==> src/rtl/cfg_hdr_pkg.sv <==
package cfg_hdr_pkg;
  localparam int DW     = 32;
  localparam int NBYTES = DW / 8;

  localparam logic [15:0] VENDOR_CODE   = 16'h1022;
  localparam logic [23:0] CLASS_CODE    = 24'h018000;
  localparam logic [7:0]  HDR_LAYOUT    = 8'h00;
  localparam logic [1:0]  DEVSEL_MEDIUM = 2'b01;

  // dword bit positions (status bits sit in the upper half-word)
  localparam int CMD_MEM_BIT   = 1;
  localparam int CMD_PERR_BIT  = 6;
  localparam int CMD_SERR_BIT  = 8;
  localparam int STS_TABORT_BIT = 16 + 11;
  localparam int STS_SERR_BIT   = 16 + 14;
  localparam int STS_PERR_BIT   = 16 + 15;

  typedef enum logic [2:0] {
    SEL_ID     = 3'd0,
    SEL_CMDSTS = 3'd1,
    SEL_CLASS  = 3'd2,
    SEL_MISC   = 3'd3,
    SEL_BAR    = 3'd4,
    SEL_NONE   = 3'd5
  } reg_sel_e;
endpackage

==> src/rtl/cfg_acc_decode.sv <==
module cfg_acc_decode
  import cfg_hdr_pkg::*;
#(
  parameter int IDX_W = 6
) (
  input  logic             acc_vld,
  input  logic             acc_wr,
  input  logic [IDX_W-1:0] acc_idx,
  output reg_sel_e         sel,
  output logic             wr_cmdsts,
  output logic             wr_bar,
  output logic             rd_stb
);
  always_comb begin
    case (acc_idx)
      IDX_W'(0): sel = SEL_ID;
      IDX_W'(1): sel = SEL_CMDSTS;
      IDX_W'(2): sel = SEL_CLASS;
      IDX_W'(3): sel = SEL_MISC;
      IDX_W'(4): sel = SEL_BAR;
      default:   sel = SEL_NONE;
    endcase
  end

  assign wr_cmdsts = acc_vld && acc_wr && (sel == SEL_CMDSTS);
  assign wr_bar    = acc_vld && acc_wr && (sel == SEL_BAR);
  assign rd_stb    = acc_vld && !acc_wr;
endmodule

==> src/rtl/cfg_cmd_stat.sv <==
module cfg_cmd_stat
  import cfg_hdr_pkg::*;
(
  input  logic        clk,
  input  logic        rst_n,
  input  logic        wr_en,
  input  logic [3:0]  be,
  input  logic [2:0]  cmd_bits,   // {serr_en, perr_rsp, mem_en} write values
  input  logic [2:0]  clr_bits,   // {perr, serr, tabort} write-one-clear values
  input  logic        evt_tabort,
  input  logic        evt_serr,
  input  logic        evt_perr,
  output logic        cmd_mem,
  output logic        cmd_perr,
  output logic        cmd_serr,
  output logic        st_tabort,
  output logic        st_serr,
  output logic        st_perr,
  output logic [31:0] word
);
  logic mem_d, perr_d, serr_d;
  logic tab_d, sse_d, dpe_d;
  logic clr_en;

  assign clr_en = wr_en && be[3];

  always_comb begin
    mem_d  = cmd_mem;
    perr_d = cmd_perr;
    serr_d = cmd_serr;
    if (wr_en && be[0]) begin
      mem_d  = cmd_bits[0];
      perr_d = cmd_bits[1];
    end
    if (wr_en && be[1]) begin
      serr_d = cmd_bits[2];
    end
  end

  // an event in the same cycle as a clear wins
  always_comb begin
    tab_d = evt_tabort | (st_tabort & ~(clr_en & clr_bits[0]));
    sse_d = evt_serr   | (st_serr   & ~(clr_en & clr_bits[1]));
    dpe_d = evt_perr   | (st_perr   & ~(clr_en & clr_bits[2]));
  end

  always_ff @(posedge clk or negedge rst_n) begin
    if (!rst_n) begin
      cmd_mem   <= 1'b0;
      cmd_perr  <= 1'b0;
      cmd_serr  <= 1'b0;
      st_tabort <= 1'b0;
      st_serr   <= 1'b0;
      st_perr   <= 1'b0;
    end else begin
      cmd_mem   <= mem_d;
      cmd_perr  <= perr_d;
      cmd_serr  <= serr_d;
      st_tabort <= tab_d;
      st_serr   <= sse_d;
      st_perr   <= dpe_d;
    end
  end

  always_comb begin
    word                 = '0;
    word[CMD_MEM_BIT]    = cmd_mem;
    word[CMD_PERR_BIT]   = cmd_perr;
    word[CMD_SERR_BIT]   = cmd_serr;
    word[26:25]          = DEVSEL_MEDIUM;
    word[STS_TABORT_BIT] = st_tabort;
    word[STS_SERR_BIT]   = st_serr;
    word[STS_PERR_BIT]   = st_perr;
  end
endmodule

==> src/rtl/cfg_bar_reg.sv <==
module cfg_bar_reg
  import cfg_hdr_pkg::*;
#(
  parameter int BAR_LSB = 8,
  localparam int PAGE_W = DW - BAR_LSB
) (
  input  logic              clk,
  input  logic              rst_n,
  input  logic              wr_en,
  input  logic [NBYTES-1:0] be,
  input  logic [DW-1:0]     wdata,
  input  logic              mem_en,
  input  logic [PAGE_W-1:0] page,
  output logic [PAGE_W-1:0] base,
  output logic [DW-1:0]     word,
  output logic              hit
);
  logic [DW-1:0]     cur;
  logic [DW-1:0]     merged;
  logic [PAGE_W-1:0] base_d;

  assign cur = {base, {BAR_LSB{1'b0}}};

  for (genvar b = 0; b < NBYTES; b++) begin : g_byte
    always_comb begin
      merged[b*8 +: 8] = (wr_en && be[b]) ? wdata[b*8 +: 8] : cur[b*8 +: 8];
    end
  end

  assign base_d = merged[DW-1:BAR_LSB];

  always_ff @(posedge clk or negedge rst_n) begin
    if (!rst_n) begin
      base <= '0;
    end else begin
      base <= base_d;
    end
  end

  // low bits read zero: memory space, not prefetchable, size mask
  assign word = cur;
  assign hit  = mem_en && (page == base);

  logic unused_low;
  assign unused_low = ^merged[BAR_LSB-1:0];
endmodule

==> src/rtl/cfg_rd_mux.sv <==
module cfg_rd_mux
  import cfg_hdr_pkg::*;
#(
  parameter logic [15:0] DEVICE_ID = 16'h5A31,
  parameter logic [7:0]  REVISION  = 8'h00
) (
  input  reg_sel_e      sel,
  input  logic [DW-1:0] cmdsts_word,
  input  logic [DW-1:0] bar_word,
  output logic [DW-1:0] rd_word
);
  always_comb begin
    case (sel)
      SEL_ID:     rd_word = {DEVICE_ID, VENDOR_CODE};
      SEL_CMDSTS: rd_word = cmdsts_word;
      SEL_CLASS:  rd_word = {CLASS_CODE, REVISION};
      SEL_MISC:   rd_word = {8'h00, HDR_LAYOUT, 16'h0000};
      SEL_BAR:    rd_word = bar_word;
      default:    rd_word = '0;
    endcase
  end
endmodule

==> src/rtl/cfg_space_hdr.sv <==
module cfg_space_hdr
  import cfg_hdr_pkg::*;
#(
  parameter int          CFG_BYTES = 256,
  parameter int          BAR_LSB   = 8,
  parameter logic [15:0] DEVICE_ID = 16'h5A31,
  parameter logic [7:0]  REVISION  = 8'h00,
  localparam int         IDX_W     = $clog2(CFG_BYTES / 4),
  localparam int         PAGE_W    = DW - BAR_LSB
) (
  input  logic              clk,
  input  logic              rst_n,
  input  logic              acc_vld,
  input  logic              acc_wr,
  input  logic [IDX_W-1:0]  acc_idx,
  input  logic [NBYTES-1:0] acc_be,
  input  logic [DW-1:0]     acc_wdata,
  output logic [DW-1:0]     acc_rdata,
  input  logic              evt_tabort,
  input  logic              evt_serr,
  input  logic              evt_perr,
  input  logic [PAGE_W-1:0] hit_page,
  output logic              mem_hit,
  output logic              ctl_mem_en,
  output logic              ctl_perr_rsp,
  output logic              ctl_serr_en,
  output logic [PAGE_W-1:0] bar_base
);
  reg_sel_e      sel;
  logic          wr_cmdsts, wr_bar, rd_stb;
  logic          st_tabort, st_serr, st_perr;
  logic [DW-1:0] cmdsts_word, bar_word, rd_word, rdata_d;

  cfg_acc_decode #(.IDX_W(IDX_W)) u_dec (
    .acc_vld   (acc_vld),
    .acc_wr    (acc_wr),
    .acc_idx   (acc_idx),
    .sel       (sel),
    .wr_cmdsts (wr_cmdsts),
    .wr_bar    (wr_bar),
    .rd_stb    (rd_stb)
  );

  cfg_cmd_stat u_cs (
    .clk        (clk),
    .rst_n      (rst_n),
    .wr_en      (wr_cmdsts),
    .be         (acc_be),
    .cmd_bits   ({acc_wdata[CMD_SERR_BIT], acc_wdata[CMD_PERR_BIT], acc_wdata[CMD_MEM_BIT]}),
    .clr_bits   ({acc_wdata[STS_PERR_BIT], acc_wdata[STS_SERR_BIT], acc_wdata[STS_TABORT_BIT]}),
    .evt_tabort (evt_tabort),
    .evt_serr   (evt_serr),
    .evt_perr   (evt_perr),
    .cmd_mem    (ctl_mem_en),
    .cmd_perr   (ctl_perr_rsp),
    .cmd_serr   (ctl_serr_en),
    .st_tabort  (st_tabort),
    .st_serr    (st_serr),
    .st_perr    (st_perr),
    .word       (cmdsts_word)
  );

  cfg_bar_reg #(.BAR_LSB(BAR_LSB)) u_bar (
    .clk    (clk),
    .rst_n  (rst_n),
    .wr_en  (wr_bar),
    .be     (acc_be),
    .wdata  (acc_wdata),
    .mem_en (ctl_mem_en),
    .page   (hit_page),
    .base   (bar_base),
    .word   (bar_word),
    .hit    (mem_hit)
  );

  cfg_rd_mux #(.DEVICE_ID(DEVICE_ID), .REVISION(REVISION)) u_mux (
    .sel         (sel),
    .cmdsts_word (cmdsts_word),
    .bar_word    (bar_word),
    .rd_word     (rd_word)
  );

  always_comb begin
    rdata_d = acc_rdata;
    if (rd_stb) rdata_d = rd_word;
  end

  always_ff @(posedge clk or negedge rst_n) begin
    if (!rst_n) acc_rdata <= '0;
    else        acc_rdata <= rdata_d;
  end
endmodule

==> config.mk <==
export PLATFORM = sky130hd
export DESIGN_NAME = cfg_space_hdr
export DESIGN_NICKNAME = d
export VERILOG_FILES = /design/src/rtl/cfg_hdr_pkg.sv /design/src/rtl/cfg_acc_decode.sv /design/src/rtl/cfg_cmd_stat.sv /design/src/rtl/cfg_bar_reg.sv /design/src/rtl/cfg_rd_mux.sv /design/src/rtl/cfg_space_hdr.sv
export SDC_FILE = /design/constraint.sdc
export NUM_CORES = 1
export LEC_CHECK = 0
export BUFFER_PORTS_ARGS = -buffer_cell sky130_fd_sc_hd__buf_2
export CAP_MARGIN = 10
export CELL_PAD_IN_SITES_DETAIL_PLACEMENT = 0
export CELL_PAD_IN_SITES_GLOBAL_PLACEMENT = 2
export CORE_MARGIN = 5
export CORE_UTILIZATION = 29
export DETAILED_ROUTE_END_ITERATION = 8
export GPL_ROUTABILITY_DRIVEN = 0
export MAX_ROUTING_LAYER = met4
export PLACE_DENSITY_LB_ADDON = 0.08
export SETUP_SLACK_MARGIN = 0.2
export SYNTH_ARGS = -nofsm -noshare
export SYNTH_HDL_FRONTEND = slang
export SYNTH_SLANG_ARGS = --single-unit
==> constraint.sdc <==
create_clock -name clk -period 2.7 [get_ports clk]
set_input_delay 0.54 -clock clk [delete_from_list [all_inputs] [get_ports clk]]
set_output_delay 0.54 -clock clk [all_outputs]
set_load 0.1 [all_outputs]
Word-level counts from Yosys, hierarchy flattened --
Index checks and enable logic that the tools add are counted.
Cells by class: divide/modulo/power cells 0, multiply operators 0, reductions and logical operators 14, bitwise gates (word level) 12, equality and inequality tests 8, mux-type cells 2, shifts and indexed selects 0, $lt $le $gt $ge 0, add/sub/neg operators 0
Operator list (count):
- $pmux W32 S4 | 1
- $eq A24 B24 Y1 | 1
- $pmux W3 S5 | 1
- $eq A6 B2 Y1 const B | 2
- $logic_and A1 B1 Y1 | 11
- $and A1 B1 Y1 | 6
- $eq A6 B1 Y1 const B | 1
- $eq A6 B3 Y1 const B | 1
- $logic_not A6 Y1 | 1
- $eq A3 B1 Y1 const B | 1
- $eq A3 B2 Y1 const B | 1
- $eq A3 B3 Y1 const B | 1
- $logic_not A3 Y1 | 1
- $not A1 Y1 | 3
- $or A1 B1 Y1 | 3
- $logic_not A1 Y1 | 1
Storage, ports and cells: latch bits 0, logic and storage cells 46, bits in writable memories 0, memories kept 0, input bits 73, output and inout port bits 60, bits in read-only memories 0, register bits 62

Depth between registers and ports, before layout --
depth in word-level cells 9, mapped depth 5, mapped depth without buffers 4

By module --
From an unflattened synthesis, not the netlist that was laid out.
Second synthesis, totals: cell total of the unflattened synthesis 346, area total of the unflattened synthesis 3865.0 um^2
By module, submodules not included:
- cfg_bar_reg | times used 1, cells an instance 117, area an instance 1395.1 um^2, sequential area each 600.6 um^2
- cfg_space_hdr | times used 1, cells an instance 68, area an instance 1345.0 um^2, sequential area each 800.8 um^2
- cfg_rd_mux | times used 1, cells an instance 100, area an instance 561.8 um^2, sequential area each 0.0 um^2
- cfg_cmd_stat | times used 1, cells an instance 51, area an instance 483.0 um^2, sequential area each 150.1 um^2
- cfg_acc_decode | times used 1, cells an instance 10, area an instance 80.1 um^2, sequential area each 0.0 um^2

Worst setup path after synthesis --
No wires, ideal clock.
kind register to output, start reg u_bar.base[20], end out mem_hit, cell stages (with the launch flop) 5, data required time 2160 ps, setup slack -2209 ps, data arrival time 4369 ps, buffers on the path 0, cells stage by stage dfrtp_1 xor2_1 nor4_1 nand3_1 nor4_1
Between the ends: longest elaborated chain between the ends 2
Ends and longest elaborated chain:
- start: declaration | line cfg_bar_reg.sv:14 | output logic [PAGE_W-1:0] base,
- start signal: assignment | line cfg_bar_reg.sv:36 | base <= base_d;
- $eq A24 B24 Y1 | line cfg_bar_reg.sv:42 | assign hit = mem_en && (page == base);
- $logic_and A1 B1 Y1 | line cfg_bar_reg.sv:42
- end: declaration | line cfg_space_hdr.sv:23 | output logic mem_hit,
Every way passes these cells.

Worst setup path in the final report --
start reg u_bar.base[2], end out mem_hit
Same word-level chain as after synthesis.

==> impl_metrics.py <==
metrics = {
    "clocking": {
        "clock-root-buffer": "clkbuf_8",
        "clk_latency_ns": 0.34,
        "ctsHoldBuffers": 0,
        "clk_path_buf_depth": 2,
        "cts_tree": "yes",
        "numCtsBuffers": 9,
        "path_clk_slew_ns": 0.07,
        "cts.sink_count": 57,
        "htreeDepth": 3,
    },
    "global_routing": {
        "antenna_found_initial": 1,
        "overflow": 0,
        "grt_start_max_net_pins": 33,
        "grt_pass1_vias": 2368,
        "track_usage_pct": 16.1,
        "grt_pass1_wl_mm": 13.3,
    },
    "worst_setup_path": {
        "crit_chain": "xor2_2 -> nor4_2 -> nand3_2 -> nor4_4 -> buf_12",
        "cp_max_fo": 4,
        "critPathBufInv": 1,
        "start_kind": "flip-flop",
        "worst_ep_required_time_ns": 2.16,
        "crit_arrival_ns": 1.93,
        "cp_top_family": "simple AND/OR/NAND/NOR gates",
        "critical_path.max_stage_delay_ns": 0.43,
        "worst_setup_path_end_kind": "primary output",
        "cp_slowest_cell": "dfrtp_2",
        "crit_type": "reg -> out",
    },
    "sta": {
        "drv_slew": 0,
        "fin_skew_ns": 0.00733,
        "finalHoldViolCount": 0,
        "slew_headroom_pct": 50.9,
        "period_minus_slack_ns": 2.47,
        "worstMarginPinSlew_ns": 0.736,
        "setup_violations": 0,
        "fin_crit_sh_pct": 91.3,
        "timing.fmax_mhz": 406,
        "rsz0062_at_grt": "true",
    },
    "final_layout": {
        "areaGrowthSynthToFinish_pct": 37.9,
        "register_area_um2": 1470,
        "fin_util_pct": 40.5,
        "nNetsFinal": 440,
        "fin_cells": 484,
        "multi_input_area_um2": 1220,
        "fill_cells": 922,
        "drive_gt1_share_pct": 53.5,
    },
    "yosys": {
        "synth_seq_cells": 57,
        "yosysMostFrequentCell": "dfrtp_1",
        "yosysUniqueCellTypes": 32,
        "synth_top_area_share_pct": 53.3,
        "synth_area_leader_cell": "dfrtp_1",
        "synth_cells": 240,
        "yosysWarnings": 0,
        "avgSynthCellArea_um2": 11.2,
        "ys.flop_type": "dfrtp_1",
        "netlist_area_um2": 2680,
        "yosys-top-cells-area": "dfrtp_1 53%, mux2_2 10%, nand2_1 5.0%",
        "yosysSeqAreaShare_pct": 53.3,
        "synth_edf_count": 0,
        "synth_common_cells": "57 x dfrtp_1, 36 x nand2_1, 24 x mux2_2",
        "synth_async_sr_flop_share_pct": 100,
    },
    "floorplan": {
        "rows": 35,
        "die-width_um": 106,
        "core_area_um2": 9110,
        "start_util_pct": 29.4,
        "die_h_um": 106,
        "io_pins": 133,
        "die_area_um2": 11200,
    },
    "power_and_ir_drop": {
        "p_per_area_nw_per_um2": 553,
        "ir_drop_uv": 309,
        "p_leak_nw": 1.87,
    },
    "routing": {
        "num_vias": 2207,
        "wl_mm": 8.46,
        "avgViaCountPerCell": 4.56,
        "drc": 0,
        "ant_nets": 0,
        "wl_per_cell_um": 17.5,
        "first_pass_iters": 5,
        "drtIter0Drc": 54,
    },
    "placement": {
        "dp.cells": 467,
        "io_buffers": 121,
        "dp_hpwl_mm": 6.41,
    },
    "status": {
        "status": "completed",
    },
    "worst_hold_path": {
        "holdCritPathClass": "in -> async",
    },
    "run": {
        "drv_cap": 0,
    },
}
power by group:
part | leakage, nW | total (mW) | switching [mW] | internal [mW]
logic | 1.04 | 0.410 | 0.309 | 0.101
registers | 0.734 | 0.909 | 0.0261 | 0.883
clock network | 0.0932 | 0.722 | 0.342 | 0.379
state kept, by name (all words and copies together), names as in the netlist:
name,flops
acc_rdata,27
u_bar.base,24
u_cs.cmd_mem,1
u_cs.cmd_perr,1
u_cs.cmd_serr,1
u_cs.st_perr,1
u_cs.st_serr,1
u_cs.st_tabort,1
cell usage in the layout, fill, tap and decap left out, types with 2 or more instances in the layout:
cell type	instances
o31ai_1	4
conb_1	5
clkbuf_8	11
nand2_1	36
a22o_1	6
inv_1	4
nor2_1	3
buf_12	2
dfrtp_2	17
o21ai_0	16
xor2_1	14
xnor2_1	9
clkbuf_1	2
dfrtp_4	7
nand4_1	4
nor2_4	2
a22oi_1	2
clkinv_2	3
dfrtp_1	33
a21oi_1	6
a21o_1	3
nor4_2	3
buf_4	3
nor2b_1	5
mux2_2	24
buf_2	120
mux2_1	3
nand3_1	7
nand2b_1	6
logic make-up (layout without fill, tap and decap cells):
family / Yosys count / after routing / share of synthesized area (%)
other cells: 1 / 6 / 0.140
flops: 57 / 57 / 53.3
mux: 27 / 27 / 11.4
compound gates: 39 / 39 / 9.54
simple gates: 75 / 75 / 14.7
buf+inv: 17 / 145 / 3.09
xor+xnor: 24 / 24 / 7.85
area by class of cell:
cell class                      instances  area share, %
Timing Repair Buffer                  125           18.0
Antenna cell                            1         0.0678
Clock buffer                           13           4.31
Sequential cell                        57           39.9
Tap cell                              111           3.76
Multi-Input combinational cell        170           33.1
Clock inverter                          3          0.407
Inverter                                4          0.407
per-stage QoR:
step | setup TNS [ns] | power, mW | setup WS (ns) | hold WS (ns) | instance area (µm²)
after global routing | 0 | 2.14 | 0.0998 | 0.250 | 3690
after global placement | 0 | 1.34 | 0.355 | 0.459 | 3490
after floorplan | -0.107 | 1.21 | -0.107 | 0.244 | 2750
after detailed placement | 0 | 1.34 | 0.310 | 0.457 | 3490
after CTS | 0 | 2.08 | 0.189 | 0.226 | 3690
final | 0 | 2.04 | 0.235 | 0.216 | 3690
routing by layer:
| metal | vias to the layer above | part of all wire (%) | GRT usage [%] |
|---|---|---|---|
| met5 | - | 0 | - |
| met4 | 0 | 0.70 | 3.89 |
| met3 | 6 | 6.4 | 5.22 |
| met2 | 82 | 46 | 24.0 |
| met1 | 1039 | 47 | 21.3 |
| li1 | 1080 | - | - |
path summary, 6_finish.rpt:
kind                                      end      startpoint  depth (start not counted)  slack, ns
worst max-delay path                  mem_hit   u_bar.base[2]                          5       0.23
worst min-delay path            acc_rdata[16]           rst_n                          1       0.22
worst max register to register  acc_rdata[21]  u_bar.base[13]                          2       1.74
worst min register to register  acc_rdata[15]   acc_rdata[15]                          2       0.47
max in group asynchronous       u_bar.base[1]           rst_n                          2       1.86
min in group clk                 u_cs.st_serr        evt_serr                          2       0.38
what timing repair did:
item	in CTS	in global routing
endpoints found under the setup margin	1	1
endpoints found under the hold margin	0	0
buffers inserted	0	0
gates resized for setup	4	0
pin swaps	4	0
worst reg2reg max path, cell delays in order (launching register included):
cell and delay, ns:
dfrtp_4 0.50, nand2b_1 0.15, a22o_1 0.20
Power figures use the tool's default switching activity.
